===== src/rtl/cmdq_pkg.sv =====
package cmdq_pkg;

    localparam int REG_AW    = 16;
    localparam int STAT_W    = 32;
    localparam int ST_PKT    = 0;
    localparam int ST_BUSY   = 16;
    localparam int ST_END    = 17;

    typedef enum logic [1:0] {
        ST_HALT = 2'd0,
        ST_HEAD = 2'd1,
        ST_BODY = 2'd2,
        ST_SYNC = 2'd3
    } dec_state_e;

    typedef struct packed {
        logic [REG_AW-1:0] addr;
        logic              is_pad;
        logic              is_exec;
    } slot_dec_t;

endpackage


===== src/rtl/cmdq_ptr.sv =====
module cmdq_ptr #(
    parameter int PTR_W = 32,
    parameter int STEP  = 4
) (
    input  logic             clk,
    input  logic             rst_n,
    input  logic             start_wr,
    input  logic [PTR_W-1:0] start_val,
    input  logic             end_wr,
    input  logic [PTR_W-1:0] end_val,
    input  logic             word_take,
    output logic             run,
    output logic [1:0]       stream_mode,
    output logic             alt_path
);

    logic [PTR_W-1:0] pos_q;
    logic [PTR_W-1:0] end_q;
    logic [1:0]       mode_q;
    logic [PTR_W-1:0] end_lim;

    always_ff @(posedge clk or negedge rst_n) begin
        if (!rst_n) begin
            pos_q  <= '0;
            mode_q <= '0;
        end else if (start_wr) begin
            pos_q  <= {start_val[PTR_W-1:2], 2'b00};
            mode_q <= start_val[1:0];
        end else if (word_take) begin
            pos_q  <= pos_q + PTR_W'(STEP);
        end
    end

    always_ff @(posedge clk or negedge rst_n) begin
        if (!rst_n) begin
            end_q <= '0;
        end else if (end_wr) begin
            end_q <= end_val;
        end
    end

    assign end_lim     = {end_q[PTR_W-1:2], 2'b00};
    assign run         = !end_q[0] && (pos_q < end_lim);
    assign stream_mode = mode_q;
    assign alt_path    = end_q[1];

endmodule


===== src/rtl/cmdq_slot_map.sv =====
module cmdq_slot_map
    import cmdq_pkg::*;
#(
    parameter int              IDX_W    = 8,
    parameter logic [REG_AW-1:0] BANK0  = 16'h1C00,
    parameter logic [REG_AW-1:0] BANK1  = 16'h2C00,
    parameter logic [REG_AW-1:0] CTRL   = 16'h1C00,
    parameter logic [REG_AW-1:0] EXEC_OFS = 16'h0100,
    parameter logic [REG_AW-1:0] PAD    = 16'h1C54
) (
    input  logic [IDX_W-1:0] idx,
    output slot_dec_t        dec
);

    localparam logic [REG_AW-1:0] EXEC_ADDR = CTRL + EXEC_OFS;

    logic [REG_AW-1:0] base;
    logic [REG_AW-1:0] raw;

    always_comb begin
        base        = idx[IDX_W-1] ? BANK1 : BANK0;
        raw         = base + REG_AW'({idx[IDX_W-2:0], 2'b00});
        dec.is_exec = (raw == EXEC_ADDR);
        dec.is_pad  = (raw == PAD);
        dec.addr    = dec.is_exec ? CTRL : raw;
    end

endmodule


===== src/rtl/cmdq_fsm.sv =====
module cmdq_fsm
    import cmdq_pkg::*;
#(
    parameter int SLOTS  = 4,
    parameter int LANE_W = $clog2(SLOTS)
) (
    input  logic              clk,
    input  logic              rst_n,
    input  logic              soft_rst,
    input  logic              run,
    input  logic              word_valid,
    input  logic              slot_free,
    input  logic              lane_exec,
    input  logic              out_pending,
    input  logic              eng_busy,
    output dec_state_e        state,
    output logic [LANE_W-1:0] lane,
    output logic              word_ready,
    output logic              take_hdr,
    output logic              take_data,
    output logic              in_pkt
);

    localparam logic [LANE_W-1:0] LAST_LANE = LANE_W'(SLOTS - 1);

    dec_state_e nxt;
    logic       exec_seen;
    logic       take;

    always_ff @(posedge clk or negedge rst_n) begin
        if (!rst_n) state <= ST_HALT;
        else        state <= nxt;
    end

    always_comb begin
        nxt = state;
        unique case (state)
            ST_HALT: if (run) nxt = ST_HEAD;
            ST_HEAD: begin
                if (!run)      nxt = ST_HALT;
                else if (take) nxt = ST_BODY;
            end
            ST_BODY: begin
                if (take && lane == LAST_LANE)
                    nxt = (exec_seen || lane_exec) ? ST_SYNC : ST_HEAD;
            end
            ST_SYNC: if (!out_pending && !eng_busy) nxt = ST_HEAD;
            default: nxt = ST_HALT;
        endcase
        if (soft_rst) nxt = ST_HEAD;
    end

    always_comb begin
        word_ready = 1'b0;
        in_pkt     = out_pending;
        unique case (state)
            ST_HALT: word_ready = 1'b0;
            ST_HEAD: word_ready = run;
            ST_BODY: begin
                word_ready = run && slot_free;
                in_pkt     = 1'b1;
            end
            ST_SYNC: in_pkt = 1'b1;
            default: word_ready = 1'b0;
        endcase
        take      = word_valid && word_ready;
        take_hdr  = take && (state == ST_HEAD);
        take_data = take && (state == ST_BODY);
    end

    always_ff @(posedge clk or negedge rst_n) begin
        if (!rst_n) begin
            lane      <= '0;
            exec_seen <= 1'b0;
        end else if (soft_rst || take_hdr) begin
            lane      <= '0;
            exec_seen <= 1'b0;
        end else if (take_data) begin
            lane      <= (lane == LAST_LANE) ? '0 : lane + LANE_W'(1);
            exec_seen <= exec_seen || lane_exec;
        end
    end

endmodule


===== src/rtl/cmdq_decoder.sv =====
module cmdq_decoder
    import cmdq_pkg::*;
#(
    parameter int                DATA_W   = 32,
    parameter int                PTR_W    = 32,
    parameter int                SLOTS    = 4,
    parameter logic [REG_AW-1:0] BANK0    = 16'h1C00,
    parameter logic [REG_AW-1:0] BANK1    = 16'h2C00,
    parameter logic [REG_AW-1:0] CTRL     = 16'h1C00,
    parameter logic [REG_AW-1:0] EXEC_OFS = 16'h0100,
    parameter logic [REG_AW-1:0] PAD      = 16'h1C54
) (
    input  logic              clk,
    input  logic              rst_n,
    input  logic              soft_rst,
    input  logic              start_wr,
    input  logic [PTR_W-1:0]  start_val,
    input  logic              end_wr,
    input  logic [PTR_W-1:0]  end_val,
    input  logic              word_valid,
    input  logic [DATA_W-1:0] word_data,
    output logic              word_ready,
    output logic              reg_wr_valid,
    input  logic              reg_wr_ready,
    output logic [REG_AW-1:0] reg_wr_addr,
    output logic [DATA_W-1:0] reg_wr_data,
    output logic              exec_pulse,
    input  logic              eng_busy,
    output logic [1:0]        stream_mode,
    output logic              alt_path,
    output logic [STAT_W-1:0] status_word,
    output logic              idle
);

    localparam int IDX_W  = DATA_W / SLOTS;
    localparam int LANE_W = $clog2(SLOTS);

    dec_state_e        state;
    logic [LANE_W-1:0] lane;
    logic              run;
    logic              take_hdr;
    logic              take_data;
    logic              in_pkt;
    logic              slot_free;
    logic [DATA_W-1:0] hdr_q;
    slot_dec_t         lane_dec [SLOTS];
    slot_dec_t         cur;
    logic              wr_valid_q;
    logic              wr_exec_q;
    logic [REG_AW-1:0] wr_addr_q;
    logic [DATA_W-1:0] wr_data_q;

    cmdq_ptr #(.PTR_W(PTR_W), .STEP(DATA_W / 8)) u_ptr (
        .clk        (clk),
        .rst_n      (rst_n),
        .start_wr   (start_wr),
        .start_val  (start_val),
        .end_wr     (end_wr),
        .end_val    (end_val),
        .word_take  (word_valid && word_ready),
        .run        (run),
        .stream_mode(stream_mode),
        .alt_path   (alt_path)
    );

    generate
        for (genvar g = 0; g < SLOTS; g++) begin : g_lane
            cmdq_slot_map #(
                .IDX_W   (IDX_W),
                .BANK0   (BANK0),
                .BANK1   (BANK1),
                .CTRL    (CTRL),
                .EXEC_OFS(EXEC_OFS),
                .PAD     (PAD)
            ) u_map (
                .idx(hdr_q[g*IDX_W +: IDX_W]),
                .dec(lane_dec[g])
            );
        end
    endgenerate

    assign cur       = lane_dec[lane];
    assign slot_free = !wr_valid_q || reg_wr_ready;

    cmdq_fsm #(.SLOTS(SLOTS), .LANE_W(LANE_W)) u_fsm (
        .clk        (clk),
        .rst_n      (rst_n),
        .soft_rst   (soft_rst),
        .run        (run),
        .word_valid (word_valid),
        .slot_free  (slot_free),
        .lane_exec  (cur.is_exec),
        .out_pending(wr_valid_q),
        .eng_busy   (eng_busy),
        .state      (state),
        .lane       (lane),
        .word_ready (word_ready),
        .take_hdr   (take_hdr),
        .take_data  (take_data),
        .in_pkt     (in_pkt)
    );

    always_ff @(posedge clk or negedge rst_n) begin
        if (!rst_n)        hdr_q <= '0;
        else if (take_hdr) hdr_q <= word_data;
    end

    always_ff @(posedge clk or negedge rst_n) begin
        if (!rst_n) begin
            wr_valid_q <= 1'b0;
            wr_exec_q  <= 1'b0;
            wr_addr_q  <= '0;
            wr_data_q  <= '0;
        end else if (soft_rst) begin
            wr_valid_q <= 1'b0;
            wr_exec_q  <= 1'b0;
        end else if (take_data) begin
            wr_valid_q <= !cur.is_pad;
            wr_exec_q  <= cur.is_exec;
            wr_addr_q  <= cur.addr;
            wr_data_q  <= word_data;
        end else if (reg_wr_ready) begin
            wr_valid_q <= 1'b0;
            wr_exec_q  <= 1'b0;
        end
    end

    assign reg_wr_valid = wr_valid_q;
    assign reg_wr_addr  = wr_addr_q;
    assign reg_wr_data  = wr_data_q;
    assign exec_pulse   = wr_valid_q && reg_wr_ready && wr_exec_q;

    always_comb begin
        status_word          = '0;
        status_word[ST_PKT]  = in_pkt;
        status_word[ST_BUSY] = eng_busy;
        status_word[ST_END]  = !run;
        idle = status_word[ST_END] && !status_word[ST_BUSY] && !status_word[ST_PKT];
    end

endmodule


===== config.mk =====
export PLATFORM = sky130hd
export DESIGN_NAME = cmdq_decoder
export DESIGN_NICKNAME = d
export VERILOG_FILES = /design/src/rtl/cmdq_pkg.sv /design/src/rtl/cmdq_ptr.sv /design/src/rtl/cmdq_slot_map.sv /design/src/rtl/cmdq_fsm.sv /design/src/rtl/cmdq_decoder.sv
export SDC_FILE = /design/constraint.sdc
export NUM_CORES = 1
export LEC_CHECK = 0
export ABC_CLOCK_PERIOD_IN_PS = 3000
export BUFFER_PORTS_ARGS = -buffer_cell sky130_fd_sc_hd__buf_2
export CORE_ASPECT_RATIO = 1.1
export CORE_MARGIN = 1.5
export CORE_UTILIZATION = 50
export CTS_BUF_LIST = sky130_fd_sc_hd__clkbuf_2 sky130_fd_sc_hd__clkbuf_4 sky130_fd_sc_hd__clkbuf_8
export DETAILED_ROUTE_END_ITERATION = 12
export PLACE_DENSITY = 0.77
export SKIP_CTS_REPAIR_TIMING = 1
export SLEW_MARGIN = 10
export SYNTH_ARGS = -nofsm -noshare
export SYNTH_HDL_FRONTEND = slang
export SYNTH_SLANG_ARGS = --single-unit

===== constraint.sdc =====
create_clock -name clk -period 3 [get_ports clk]
set_clock_uncertainty 0.15 [all_clocks]
set_input_delay 0.6 -clock clk [delete_from_list [all_inputs] [get_ports clk]]
set_output_delay 0.6 -clock clk [all_outputs]
set_load 0.01 [all_outputs]

### Word-level counts from Yosys, hierarchy flattened

Index checks and enable logic that the tools add are counted.

* input port bits: 104
* register bits after elaboration: 153

* reductions and logical operators: 27
* add/subtract/negate cells: 6
* order comparisons: 2
* multiplexer cells: 33
* bitwise operators: 2
* equal/unequal tests: 16

Operators with widths (number)
* $eq 16x13->1 const B: 8
* $add 16x9->16: 4
* $mux 16: 4
* $mux 32: 2
* $mux 14: 4
* $bmux 18 s2: 1
* $mux 18: 2
* $add 32x3->32 const B: 1
* $lt 32x32->1: 1
* $mux 2: 10
* $logic_and 1x1->1: 11
* $ne 3x2->1 const B: 3
* $mux 1: 8
* $pmux 2 s4: 1
* $eq 2x2->1 const B: 3
* $logic_not 1->1: 6
* $ne 4x4->1 const B: 1
* $reduce_and 4->1: 1
* $reduce_bool 2->1: 2
* $ge 3x3->1 const B: 1
* $logic_or 1x1->1: 3
* $not 2->3: 1
* $reduce_bool 3->1: 1
* $add 2x1->2 const B: 1
* 6 further kinds: 6

### Depth between registers and ports, before layout

Gate-level depths: netlist of the first run.

* word-level depth: 12
* depth in mapped cells: 11

### By module

A second synthesis of the first run with hierarchy kept.

* cells, all modules: 876
* area, all modules: 8330.5 µm²

Modules (own cells, without submodules)
* cmdq_decoder: times used 1, area an instance 3784.9 µm², cells an instance 347
* cmdq_ptr: times used 1, area an instance 3568.4 µm², cells an instance 391
* cmdq_slot_map: times used 4, area an instance 146.4 µm², cells an instance 23
* cmdq_fsm: times used 1, area an instance 391.6 µm², cells an instance 46

### Worst setup path before layout of the first run

Ideal clock, no wire load.

* kind: register -> register
* from: reg u_ptr.pos_q[22]
* to: reg wr_data_q[10] (netlist: reg_wr_data[10])
* arrival time: 2.625 ns
* clock period less this slack: 2.900 ns
* data required time: 2.725 ns
* cell stages (with the launch flop): 9
* path buffers: 1
* slack: 0.100 ns
* library setup time: 0.125 ns
* cell sequence: dfrtp_1 > ha_1 > nand4_1 > o221ai_1 > a221oi_2 > nand3_4 > a2111oi_4 > buf_6 > mux2_2

* longest elaborated chain between the ends: 7

RTL lines
* start, declared: RTL line cmdq_ptr.sv:17 `logic [PTR_W-1:0] pos_q;`
* start signal, assigned: RTL line cmdq_ptr.sv:27 `pos_q <= {start_val[PTR_W-1:2], 2'b00};`
* start signal, assigned: RTL line cmdq_ptr.sv:30 `pos_q <= pos_q + PTR_W'(STEP);`
* $lt 32x32->1 *: RTL line cmdq_ptr.sv:43 `assign run = !end_q[0] && (pos_q < end_lim);`
* $logic_and 1x1->1 *: RTL line cmdq_ptr.sv:43
* $logic_and 1x1->1: RTL line cmdq_fsm.sv:60 `word_ready = run && slot_free;`
* $pmux 1 s2 *: RTL line cmdq_fsm.sv:56 `unique case (state)`
* $logic_and 1x1->1 *: RTL line cmdq_fsm.sv:66 `take = word_valid && word_ready;`
* $logic_and 1x1->1 *: RTL line cmdq_fsm.sv:68 `take_data = take && (state == ST_BODY);`
* $reduce_and 2->1 (no source line) *
* end signal, assigned: RTL line cmdq_decoder.sv:121 `wr_data_q <= word_data;`
* end, declared: RTL line cmdq_decoder.sv:51 `logic [DATA_W-1:0] wr_data_q;`

Every way passes the cells marked *; elsewhere a longest branch is shown, timed or not.
A chain may end at the register's enable or synchronous reset.

### Worst setup path in the final report of the first run

* from: reg u_ptr.end_q[6]
* to: out word_ready

* longest elaborated chain between the ends: 4

RTL lines
* start, declared: RTL line cmdq_ptr.sv:18 `logic [PTR_W-1:0] end_q;`
* start signal, assigned: RTL line cmdq_ptr.sv:38 `end_q <= end_val;`
* $lt 32x32->1 *: RTL line cmdq_ptr.sv:43
* $logic_and 1x1->1 *: RTL line cmdq_ptr.sv:43
* $logic_and 1x1->1: RTL line cmdq_fsm.sv:60
* $pmux 1 s2 *: RTL line cmdq_fsm.sv:56
* end, declared: RTL line cmdq_decoder.sv:22 `output logic word_ready,`

Marks and branches as above.

==> results of run 1 <==
[cell usage after synthesis (3+ instances only)]
library cell                count
sky130_fd_sc_hd__a2111oi_2     11
sky130_fd_sc_hd__and2_1         4
sky130_fd_sc_hd__ha_1          36
sky130_fd_sc_hd__nand2b_1       8
sky130_fd_sc_hd__a211oi_1       5
sky130_fd_sc_hd__nor3b_1        3
sky130_fd_sc_hd__buf_6          4
sky130_fd_sc_hd__clkbuf_1      22
sky130_fd_sc_hd__and4_1         5
sky130_fd_sc_hd__nor4b_1        4
sky130_fd_sc_hd__nor4_1         6
sky130_fd_sc_hd__dfrtp_1      145
sky130_fd_sc_hd__xnor2_1       18
sky130_fd_sc_hd__o211ai_1       4
sky130_fd_sc_hd__nand4_1       21
sky130_fd_sc_hd__a21o_1         3
sky130_fd_sc_hd__a21oi_1       23
sky130_fd_sc_hd__a31oi_1        8
sky130_fd_sc_hd__nor2b_1        4
sky130_fd_sc_hd__nor2_1        15
sky130_fd_sc_hd__a2111oi_0      4
sky130_fd_sc_hd__buf_4         43
sky130_fd_sc_hd__o21ai_0       51
sky130_fd_sc_hd__and3_1         7
sky130_fd_sc_hd__nand3_1       10
sky130_fd_sc_hd__buf_2          3
sky130_fd_sc_hd__inv_1         45
sky130_fd_sc_hd__a31o_2         4
sky130_fd_sc_hd__mux2_2        72
sky130_fd_sc_hd__nor3_1         5
sky130_fd_sc_hd__mux2_1         6
sky130_fd_sc_hd__mux2i_1        3
sky130_fd_sc_hd__nand2_1       77
sky130_fd_sc_hd__mux4_2         7
[layer usage]
layer	global-route usage, %	vias up	routed length, µm
met5	0	-	12
met3	6.21	39	1110
li1	-	2932	-
met4	6.14	2	416
met2	40.2	188	10700
met1	27.8	3036	8110
[power breakdown]
group / switching [mW] / internal [mW] / total, mW
logic: 0.776 / 0.953 / 1.73
clock network: 0.778 / 0.964 / 1.74
registers: 0.346 / 2.31 / 2.66
total: 1.90 / 4.23 / 6.13
[sequential cells by signal, indices dropped and copies added, names as in the netlist]
name and flops:
wr_exec_q 1, u_ptr.end_q 32, u_fsm.state 2, reg_wr_valid 1
u_ptr.stream_mode 2, reg_wr_addr 10, reg_wr_data 32, u_fsm.lane 2
hdr_q 32, u_fsm.exec_seen 1, u_ptr.pos_q 30
[stage by stage]
step	util, %	cells	cell area, µm²
after floorplan	-	753	7960
after global placement	58.9	1082	8940
after detailed placement	58.9	1082	8940
after CTS	61.9	1114	9390
after global routing	66.0	1137	10000
final	66.0	1137	10000
[final cells by class]
| type | count | area (µm²) |
|---|---|---|
| Fill cell | 1198 | 5160 |
| Tap cell | 196 | 245 |
| Clock buffer | 20 | 269 |
| Antenna cell | 1 | 2.50 |
| Clock inverter | 12 | 181 |
| Inverter | 45 | 169 |
| Multi-Input combinational cell | 491 | 3990 |
| Sequential cell | 145 | 3630 |
| Timing Repair Buffer | 227 | 1530 |
[logic make-up after synthesis]
family | after synthesis | synth area share [%]
other | 1 | 0.0479
muxes | 88 | 13.6
buffers and inverters | 117 | 8.10
adders and majority gates | 36 | 5.75
and+or+nand+nor | 179 | 11.8
AOI/OAI and AO/OA | 135 | 12.3
DFF | 145 | 46.3
xor gates and xnor gates | 19 | 2.12
[worst min path at each step]
stage,startpoint,to,slack (ps)
6_report,rst_n,u_ptr.end_q[12]$_DFFE_PN0P_,-30
4_1_cts,rst_n,u_ptr.pos_q[13]$_DFFE_PN0P_,-9
5_1_grt,rst_n,u_ptr.pos_q[13]$_DFFE_PN0P_,10
3_5_place_dp,reg_wr_data[28]$_DFFE_PN0P_,reg_wr_data[28]$_DFFE_PN0P_,320
2_1_floorplan,rst_n,hdr_q[0]$_DFFE_PN0P_,150
3_3_place_gp,reg_wr_data[6]$_DFFE_PN0P_,reg_wr_data[6]$_DFFE_PN0P_,320
[worst max-delay path, stage by stage, from the launching register on]
cell,delay [ps]
sky130_fd_sc_hd__dfrtp_1,380
sky130_fd_sc_hd__inv_2,80
sky130_fd_sc_hd__ha_4,210
sky130_fd_sc_hd__a21o_1,170
sky130_fd_sc_hd__a21oi_2,110
sky130_fd_sc_hd__o211ai_1,120
sky130_fd_sc_hd__a311o_1,430
sky130_fd_sc_hd__a21o_1,230
sky130_fd_sc_hd__buf_6,130
sky130_fd_sc_hd__nor3b_2,180
sky130_fd_sc_hd__buf_4,160
==> impl_results.rst, run 1 <==
.. list-table::
   :header-rows: 1

   * - Metric
     - Value
   * - TritonCTS clock tree
     - done
   * - Port Buffers
     - around 160
   * - Kind of critical path
     - flop to primary output
   * - Number of top-level design ports
     - 191
   * - Wire length of the first global-routing pass
     - 29500 µm
   * - Total power divided by cell area
     - 612 nW/µm²
   * - Detail-routed via count per cell
     - 5.45
   * - Yosys reg bits
     - 145
   * - Master cell of the clock root buffer
     - sky130_fd_sc_hd__clkbuf_8
   * - Worst hold-check slack
     - -25.2 ps
   * - Slew at the pin with the worst max-slew slack
     - 742 ps
   * - Number of enable flip-flop cells after synthesis
     - 0
   * - Die Ht
     - about 130 µm
   * - Most frequent standard cell in the layout excluding fill and tap cells
     - sky130_fd_sc_hd__buf_2
   * - Site row count
     - between 40 and 50
   * - Cell leakage power
     - 4.82 nW
   * - Number of hold violations in the final report
     - 21
   * - Kind of capture point of the worst setup path
     - primary output
   * - Worst reg2reg path depth
     - 13
   * - Result of the run
     - complete, but fails checks
   * - Setup WS pre-CTS
     - -55.2 ps
   * - Highest Clock Rate
     - between 0.2 and 0.3 GHz
   * - Violated checks
     - negative hold slack, negative setup slack
   * - Power after layout
     - 6.13 mW
   * - CORE AREA
     - between 15000 and 20000 µm²
   * - Antenna violations before repair
     - 2
   * - Pins over their slew limit
     - 0
   * - Number of sinks driven by the clock tree
     - 145
   * - Ys async rst share
     - 100%
   * - Clock insertion delay at the later pin of the skew report
     - 460 ps
   * - Area leader, netlist
     - sky130_fd_sc_hd__dfrtp_1
   * - X dimension of the die
     - 122 µm
   * - Cell area after synthesis
     - 7840 µm²
   * - Routed via count
     - 6197
   * - Fraction of layout cells with a size suffix above 1
     - roughly two fifths
   * - R2r endpoint
     - hdr_q[13]$_DFFE_PN0P_
   * - Setup Total Neg Slack
     - -1600 ps
   * - Overflow left after global routing
     - 0
   * - Leading cell types by total area after synthesis
     - sky130_fd_sc_hd__dfrtp_1, sky130_fd_sc_hd__mux2_2, sky130_fd_sc_hd__ha_1
   * - Clock Tree Buf Depth
     - 2
   * - Routed WL per cell
     - approximately 18 µm
   * - Synthesis Warnings
     - 0
   * - Post-synthesis to final-layout area growth
     - 27.8%
   * - Average size of a mapped cell
     - 10.9 µm²
   * - Remaining antenna violation count
     - 0
   * - Max-cap violations
     - 0
   * - Startpoint of the worst-slack reg-to-reg timing path
     - u_ptr.end_q[6]$_DFFE_PN0P_
   * - Maximum level of the CTS H-tree
     - 4
   * - Pin count of the biggest net entering global routing
     - 65
   * - Setup slack of the most critical reg-to-reg path
     - -40 ps
   * - Crit path required time
     - 2250 ps
   * - Area share of the leading cell type in the synthesized netlist
     - 46.3%
   * - Number of cells produced by synthesis
     - 720
   * - Effective utilization at floorplan
     - 51.6%
   * - Peak supply drop
     - 0.000490 V
   * - Fin crit period
     - between 3000 and 4000 ps
   * - Register area share after synthesis
     - 46.3%
   * - Die Footprint
     - 16400 µm²
   * - Worst hold-check path type
     - input pin to async pin
   * - Drt pass-1 iters
     - 5
   * - Commonest cells after routing, fill and taps aside
     - sky130_fd_sc_hd__buf_2, sky130_fd_sc_hd__dfrtp_1, sky130_fd_sc_hd__nand2_1
   * - Layout Nets
     - 1067
   * - Relative slew margins
     - 50.5%
   * - Total of endpoints with negative setup slack in the final report
     - 25
   * - Setup slack after layout
     - -400 ps
   * - DRC errors left
     - 0
   * - Total wire length
     - 20400 µm
   * - Ratio of final minimum period to clock period
     - 113%
   * - CTS buffer count
     - 17
   * - Capture point of the critical path
     - word_ready
   * - Top fanout value on the critical path
     - 3
   * - Type of origin of the critical path
     - flop
   * - Final weighted congestion of routability-driven global placement
     - 0.803
   * - Worst EP arrival
     - roughly 2700 ps
   * - Origin of the worst setup path
     - u_ptr.end_q[6]$_DFFE_PN0P_
   * - Distinct cell type count after synthesis
     - 59
   * - Number of global-route vias before repair
     - between 6k and 7k
   * - GRT Resource Usage Total
     - 23.0%
   * - Clock transition at path regs
     - ~80 ps
   * - Setup repair after global routing missed its margin
     - yes
   * - Most frequently used flop master after synthesis
     - sky130_fd_sc_hd__dfrtp_1
   * - Starting DRT DRC Count
     - 310
   * - Dpl hpwl
     - 13500 µm
Power figures use the tool's default switching activity.
==> inputs of run 2 (changes only) <==
--- a/config.mk
+++ b/config.mk
@@ -6,7 +6,7 @@
 export NUM_CORES = 1
 export LEC_CHECK = 0
 export ABC_CLOCK_PERIOD_IN_PS = 3000
-export BUFFER_PORTS_ARGS = -buffer_cell sky130_fd_sc_hd__buf_2
+export BUFFER_PORTS_ARGS = -buffer_cell sky130_fd_sc_hd__buf_4
 export CORE_ASPECT_RATIO = 1.1
 export CORE_MARGIN = 1.5
 export CORE_UTILIZATION = 50
==> run 2 against run 1 <==
Largest power group unchanged. The flow finishes with violations (negative setup slack). Sequential cell count unchanged. Die area is the same. Highest routed layer is now met4. Clock-buffer cell count fell by 2. Via count did not move. Power down 8.4%. Global-route usage shrank 0.13 points.
==> impl_results.rst, run 2 (synthesized netlist as in run 1, its figures left out) <==
.. list-table::
   :header-rows: 1

   * - Metric
     - Value
   * - Number of top-level design ports
     - 191 (unchanged)
   * - TritonCTS clock tree
     - done
   * - Dpl hpwl
     - 13400 µm (-0.16%)
   * - Starting DRT DRC Count
     - 345 (+11%)
   * - Layout Nets
     - 1058 (-0.84%)
   * - Cell leakage power
     - 4.68 nW (-2.9%)
   * - Number of sinks driven by the clock tree
     - 145 (unchanged)
   * - Most frequent standard cell in the layout excluding fill and tap cells
     - sky130_fd_sc_hd__buf_4
   * - Final weighted congestion of routability-driven global placement
     - 0.847 (+5.5%)
   * - Clock insertion delay at the later pin of the skew report
     - 460 ps (about the same)
   * - Post-route insts no fill
     - 1127 (-0.88%)
   * - Post-placement cell count
     - 1076 (-0.55%)
   * - Clock Tree Buf Depth
     - 2 (unchanged)
   * - Site row count
     - 47 (unchanged)
   * - GRT Resource Usage Total
     - 22.8% (-0.13 points)
   * - Slew at the pin with the worst max-slew slack
     - 692 ps (-50.2 ps)
   * - Power after layout
     - 5.61 mW (-8.4%)
   * - Die Ht
     - 134 µm (unchanged)
   * - Pin count of the biggest net entering global routing
     - 62 (-4.6%)
   * - Port Buffers
     - 156 (unchanged)
   * - Clock transition at path regs
     - 90 ps (about the same)
   * - Overflow left after global routing
     - 0 (unchanged)
   * - Filler instances
     - 1197 (-0.083%)
   * - X dimension of the die
     - 122 µm (unchanged)
   * - Wire length of the first global-routing pass
     - 29300 µm (-0.75%)
   * - Total wire length
     - 19000 µm (-6.8%)
   * - Routed via count
     - 6197 (unchanged)
   * - Max-cap violations
     - 0 (unchanged)
   * - Antenna violations before repair
     - 0 (-2)
   * - Type of origin of the critical path
     - flop
   * - Worst hold-check path type
     - input pin to flop
   * - Detail-routed via count per cell
     - 5.50 (+0.89%)
   * - DRC errors left
     - 0 (unchanged)
   * - Die Footprint
     - 16400 µm² (unchanged)
   * - Setup Total Neg Slack
     - -1020 ps (+577 ps)
   * - Setup repair after global routing missed its margin
     - yes
   * - Kind of critical path
     - flop to primary output
   * - Remaining antenna violation count
     - 0 (unchanged)
   * - Number of global-route vias before repair
     - 5957 (-1.3%)
   * - Commonest cells after routing, fill and taps aside
     - sky130_fd_sc_hd__buf_4, sky130_fd_sc_hd__dfrtp_1, sky130_fd_sc_hd__nand2_1
   * - Setup WS pre-CTS
     - -76.1 ps (-21.0 ps)
   * - Pins over their slew limit
     - 0 (unchanged)
   * - Hold path startpoint
     - end_val[8]
   * - Kind of capture point of the worst setup path
     - primary output
   * - Utilization of the core after routing
     - 66.0% (about the same)
   * - Post-synthesis to final-layout area growth
     - 27.9% (about the same)
   * - Total power divided by cell area
     - 560 nW/µm² (-8.5%)
   * - Setup slack of the most critical reg-to-reg path
     - 30 ps (+70 ps)
   * - Master cell of the clock root buffer
     - sky130_fd_sc_hd__clkbuf_8
   * - Total of endpoints with negative setup slack in the final report
     - 3 (-88%)
   * - Relative slew margins
     - 53.9% (+3.3 points)
   * - Fraction of layout cells with a size suffix above 1
     - 39.7% (-0.68 points)
   * - Fin crit period
     - 3380 ps (-17.4 ps)
   * - Worst EP arrival
     - 2630 ps (-20 ps)
   * - Crit path required time
     - 2250 ps (about the same)
   * - Routed WL per cell
     - 16.8 µm (-6.0%)
   * - Antenna Diode Count
     - 0 (-1)
   * - Number of hold violations in the final report
     - 0 (-100%)
   * - Drt pass-1 iters
     - 5 (unchanged)
   * - Origin of the worst setup path
     - u_ptr.end_q[6]$_DFFE_PN0P_
   * - Peak supply drop
     - 0.000466 V (-4.9%)
   * - Top fanout value on the critical path
     - 4 (+1)
   * - Violated checks
     - negative setup slack
   * - Result of the run
     - complete, but fails checks
   * - Startpoint of the worst-slack reg-to-reg timing path
     - u_ptr.end_q[6]$_DFFE_PN0P_
   * - CORE AREA
     - 15200 µm² (unchanged)
   * - Effective utilization at floorplan
     - 51.6% (unchanged)
   * - Maximum level of the CTS H-tree
     - 4 (unchanged)
   * - Setup slack after layout
     - -382 ps (+17.4 ps)
   * - Highest Clock Rate
     - 0.296 GHz (+0.51%)
   * - CTS buffer count
     - 17 (unchanged)
   * - Ratio of final minimum period to clock period
     - 113% (-0.58 points)
run 2: cell types whose count changed in the layout (fill, tap and decap cells not counted), moves of 3 or more:
cell	change
sky130_fd_sc_hd__clkinvlp_4	+3
sky130_fd_sc_hd__a2111oi_1	+3
sky130_fd_sc_hd__buf_4	+148
sky130_fd_sc_hd__mux2_2	+35
sky130_fd_sc_hd__mux2_4	-37
sky130_fd_sc_hd__bufinv_16	-4
sky130_fd_sc_hd__buf_2	-151
sky130_fd_sc_hd__a2111oi_2	-3
sky130_fd_sc_hd__clkbuf_16	-3
run 2: final timing paths:
check                                         endpoint  cells past startpoint
hold / removal              u_ptr.end_q[8]$_DFFE_PN0P_                      3
min in group asynchronous  u_ptr.end_q[11]$_DFFE_PN0P_                      2
setup reg to reg           reg_wr_addr[13]$_DFFE_PN0P_                     11
max in group asynchronous  reg_wr_addr[11]$_DFFE_PN0P_                      3
setup / recovery                            word_ready                     10
hold reg to reg            reg_wr_data[28]$_DFFE_PN0P_                      1
run 2: final cells by class:
class / instances / area, µm² / share of cell area, %
clock buffers: 18 / 241 / 2.41
clock inverters: 14 / 110 / 1.10
inverters: 45 / 169 / 1.69
multi-input cells: 491 / 3870 / 38.7
flip-flops and latches: 145 / 3630 / 36.2
well taps: 196 / 245 / 2.45
repair buffers: 218 / 1750 / 17.5
run 2: through the flow:
| step | hold WS, ps | area, µm² |
|---|---|---|
| after floorplan | 154 | 7960 |
| after global placement | 324 | 9280 |
| after detailed placement | 330 | 9280 |
| after CTS | -46.7 | 9630 |
| after global routing | 200 | 10000 |
| final | 197 | 10000 |
run 2: critical path, stage by stage, from the launching register on:
cell	delay, ps
sky130_fd_sc_hd__dfrtp_1	380
sky130_fd_sc_hd__inv_2	70
sky130_fd_sc_hd__ha_4	210
sky130_fd_sc_hd__a21o_1	150
sky130_fd_sc_hd__a21oi_1	120
sky130_fd_sc_hd__o211ai_1	120
sky130_fd_sc_hd__a311o_1	440
sky130_fd_sc_hd__a21o_1	230
sky130_fd_sc_hd__buf_6	130
sky130_fd_sc_hd__nor3b_2	160
sky130_fd_sc_hd__buf_4	150
run 2: where the power goes:
group | switching, mW | internal (mW) | total [mW]
sequential | 0.320 | 2.31 | 2.63
clock | 0.805 | 0.587 | 1.39
combinational | 0.727 | 0.860 | 1.59
run 2: metal layers:
| layer | GRT usage (%) | wire [µm] | share of wire, % |
|---|---|---|---|
| met3 | 5.36 | 1290 | 6.8 |
| met4 | 8.85 | 493 | 2.6 |
| met2 | 38.7 | 9620 | 51 |
| met5 | 0 | 0 | 0 |
| met1 | 28.1 | 7570 | 40 |
==> inputs of run 3 (changes only) <==
--- a/config.mk
+++ b/config.mk
@@ -9,10 +9,10 @@
 export BUFFER_PORTS_ARGS = -buffer_cell sky130_fd_sc_hd__buf_4
 export CORE_ASPECT_RATIO = 1.1
 export CORE_MARGIN = 1.5
-export CORE_UTILIZATION = 50
+export CORE_UTILIZATION = 34
 export CTS_BUF_LIST = sky130_fd_sc_hd__clkbuf_2 sky130_fd_sc_hd__clkbuf_4 sky130_fd_sc_hd__clkbuf_8
 export DETAILED_ROUTE_END_ITERATION = 12
-export PLACE_DENSITY = 0.77
+export PLACE_DENSITY = 0.56
 export SKIP_CTS_REPAIR_TIMING = 1
 export SLEW_MARGIN = 10
 export SYNTH_ARGS = -nofsm -noshare
==> run 3 against run 2 <==
Fmax shrank 2.7%. Sequential cell count unchanged. Highest routed layer unchanged. Wire length up 10%. Critical path depth unchanged. Register-to-register slack worse by 250 ps. Sequential power about the same. The run still ends with negative setup slack left.
==> impl_results.rst, run 3 (synthesized netlist as in run 1, its figures left out) <==
.. list-table::
   :header-rows: 1

   * - Metric
     - Value
   * - Maximum level of the CTS H-tree
     - 4 (unchanged)
   * - Startpoint of the worst-slack reg-to-reg timing path
     - u_ptr.end_q[6]$_DFFE_PN0P_
   * - Part of the power in the clock network
     - 28.2% (+3.4 points)
   * - TritonCTS clock tree
     - done
   * - Cell leakage power
     - 4.86 nW (+3.8%)
   * - Number of global-route vias before repair
     - 5887 (-1.2%)
   * - Detail-routed via count per cell
     - 4.92 (-10%)
   * - Dpl hpwl
     - 14400 µm (+7.5%)
   * - Utilization of the core after routing
     - 46.4% (-20 points)
   * - Clock insertion delay at the later pin of the skew report
     - 460 ps (about the same)
   * - Clock Tree Buf Depth
     - 2 (unchanged)
   * - Crit path top cell by count
     - sky130_fd_sc_hd__a21o_1
   * - Fin crit period
     - 3480 ps (+94.0 ps)
   * - Highest Clock Rate
     - 0.288 GHz (-2.7%)
   * - Type of origin of the critical path
     - flop
   * - Antenna violations before repair
     - 0 (unchanged)
   * - Total of endpoints with negative setup slack in the final report
     - 45 (+42)
   * - Result of the run
     - complete, but fails checks
   * - Die Ht
     - 162 µm (+21%)
   * - Filler instances
     - 2196 (+83%)
   * - Max-cap violations
     - 0 (unchanged)
   * - Worst EP arrival
     - 2730 ps (+100 ps)
   * - Effective utilization at floorplan
     - 34.5% (-17 points)
   * - Switching Share
     - 31.7% (-1.3 points)
   * - Peak supply drop
     - 0.000333 V (-29%)
   * - Worst hold-check path type
     - input pin to flop
   * - Commonest cells after routing, fill and taps aside
     - sky130_fd_sc_hd__buf_4, sky130_fd_sc_hd__dfrtp_1, sky130_fd_sc_hd__nand2_1
   * - Number of top-level design ports
     - 191 (unchanged)
   * - Drt pass-1 iters
     - 5 (unchanged)
   * - Final weighted congestion of routability-driven global placement
     - 0.768 (-9.3%)
   * - Worst reg2reg path depth
     - 13 (+2)
   * - Number of sinks driven by the clock tree
     - 145 (unchanged)
   * - Post-synthesis to final-layout area growth
     - 34.7%
   * - R2r endpoint
     - reg_wr_data[2]$_DFFE_PN0P_
   * - Fraction of power consumed by sequential logic
     - 44.2% (-2.7 points)
   * - Worst hold-check slack
     - 194 ps (-3.46 ps)
   * - GRT Resource Usage Total
     - 16.8% (-6.1 points)
   * - Crit path required time
     - 2250 ps (about the same)
   * - Worst hold path endpoint
     - u_ptr.end_q[21]$_DFFE_PN0P_
   * - Remaining antenna violation count
     - 0 (unchanged)
   * - Total wire length
     - 21000 µm (+10%)
   * - Fraction of layout cells with a size suffix above 1
     - 42.0% (+2.2 points)
   * - Wire length of the first global-routing pass
     - 31200 µm (+6.4%)
   * - Starting DRT DRC Count
     - 229 (-34%)
   * - Antenna Diode Count
     - 0 (unchanged)
   * - Gate family responsible for the most delay along the worst path
     - compound AO/OA/AOI/OAI gates
   * - Kind of critical path
     - flop to primary output
   * - Violated checks
     - negative setup slack
   * - Ratio of final minimum period to clock period
     - 116% (+3.1 points)
   * - Top fanout value on the critical path
     - 4 (unchanged)
   * - Setup slack after layout
     - -476 ps (-94.0 ps)
   * - X dimension of the die
     - 148 µm (+21%)
   * - Number of buffer and inverter instances along the worst setup path
     - 3 (unchanged)
   * - CTS buffer count
     - 17 (unchanged)
   * - Die Footprint
     - 24000 µm² (+46%)
   * - Routed via count
     - 6161 (-0.58%)
   * - Kind of capture point of the worst setup path
     - primary output
   * - Clock transition at path regs
     - 90 ps (about the same)
   * - Overflow left after global routing
     - 0 (unchanged)
   * - DRC errors left
     - 0 (unchanged)
   * - Power Internal
     - 4.08 mW (+8.4%)
   * - Slew at the pin with the worst max-slew slack
     - 727 ps (+35.1 ps)
   * - Cell depth of the worst min-delay path
     - 3 (unchanged)
   * - Site row count
     - 58 (+23%)
   * - Slowest Stage Delay on Critical Path
     - 470 ps (+30 ps)
   * - Pins over their slew limit
     - 0 (unchanged)
   * - Master cell of the clock root buffer
     - sky130_fd_sc_hd__clkbuf_8
   * - Setup repair after global routing missed its margin
     - yes
   * - Total power divided by cell area
     - 566 nW/µm² (+1.1%)
   * - CORE AREA
     - 22700 µm² (+50%)
   * - Number of hold violations in the final report
     - 0 (unchanged)
   * - Setup slack of the most critical reg-to-reg path
     - -220 ps (-250 ps)
   * - Psw
     - 1.90 mW (+2.4%)
   * - Pin count of the biggest net entering global routing
     - 51 (-18%)
   * - CP max-delay cell
     - sky130_fd_sc_hd__a311o_2
   * - Cells along the critical path
     - inv_2 -> ha_4 -> a21o_1 -> a21oi_1 -> o211ai_1 -> a311o_2 -> a21o_1 -> buf_6 -> nor3b_2 -> buf_4
   * - Relative slew margins
     - 51.5% (-2.3 points)
   * - WP depth
     - 10 (unchanged)
   * - Combinational share of power
     - 27.6% (-0.7 points)
   * - Layout Nets
     - 1078 (+1.9%)
   * - Hold path startpoint
     - end_val[21]
   * - Most frequent standard cell in the layout excluding fill and tap cells
     - sky130_fd_sc_hd__buf_4
   * - Port Buffers
     - 156 (unchanged)
   * - Setup WS pre-CTS
     - -81.6 ps (-5.51 ps)
   * - Routed WL per cell
     - 16.7 µm (-0.51%)
==> run 3: worst max-delay path by stage <==
stage	start	to
global route	u_ptr.end_q[31]$_DFFE_PN0P_	word_ready
detailed placement	u_ptr.pos_q[23]$_DFFE_PN0P_	word_ready
global placement	u_ptr.pos_q[23]$_DFFE_PN0P_	word_ready
finish	u_ptr.end_q[6]$_DFFE_PN0P_	word_ready
CTS	u_ptr.pos_q[31]$_DFFE_PN0P_	word_ready
floorplan	u_ptr.pos_q[22]$_DFFE_PN0P_	reg_wr_data[10]$_DFFE_PN0P_
==> run 3: per-stage QoR <==
step | area [µm²] | power (mW) | setup TNS (ps) | cells
after detailed placement | 9500 | 4.19 | -2090 | 1190
after floorplan | 7960 | 3.54 | 0 | 753
after global placement | 9500 | 4.16 | -1540 | 1190
final | 10600 | 5.98 | -7490 | 1251
after CTS | 9920 | 5.90 | -6240 | 1222
after global routing | 10600 | 6.35 | -12600 | 1251
==> run 3: worst min-delay path, stage by stage <==
cell	delay (ps)
sky130_fd_sc_hd__buf_4	80
sky130_fd_sc_hd__nand2_1	40
sky130_fd_sc_hd__o21ai_0	60
==> run 3: power by group through the flow <==
stage / sequential (mW) / combinational, mW / clock, mW
floorplan: 2.58 / 0.952 / 0
global route: 2.69 / 1.82 / 1.83
CTS: 2.64 / 1.52 / 1.74
finish: 2.64 / 1.65 / 1.68
detailed placement: 2.68 / 1.51 / 0
global placement: 2.67 / 1.49 / 0
==> run 3: metal layers <==
metal	track usage (%)	routed length, µm	up-vias
met5	0	0	-
met4	4.09	279	0
met3	4.72	1160	23
met2	28.0	10500	168
met1	21.4	9020	3009
li1	-	-	2961
==> run 3: cell type report <==
type / count / area, µm² / area share, %
inverters: 45 / 169 / 1.60
clock inverters: 14 / 178 / 1.68
well taps: 300 / 375 / 3.56
flip-flops and latches: 145 / 3630 / 34.4
repair buffers: 238 / 2030 / 19.2
clock buffers: 18 / 248 / 2.35
multi-input cells: 491 / 3930 / 37.2
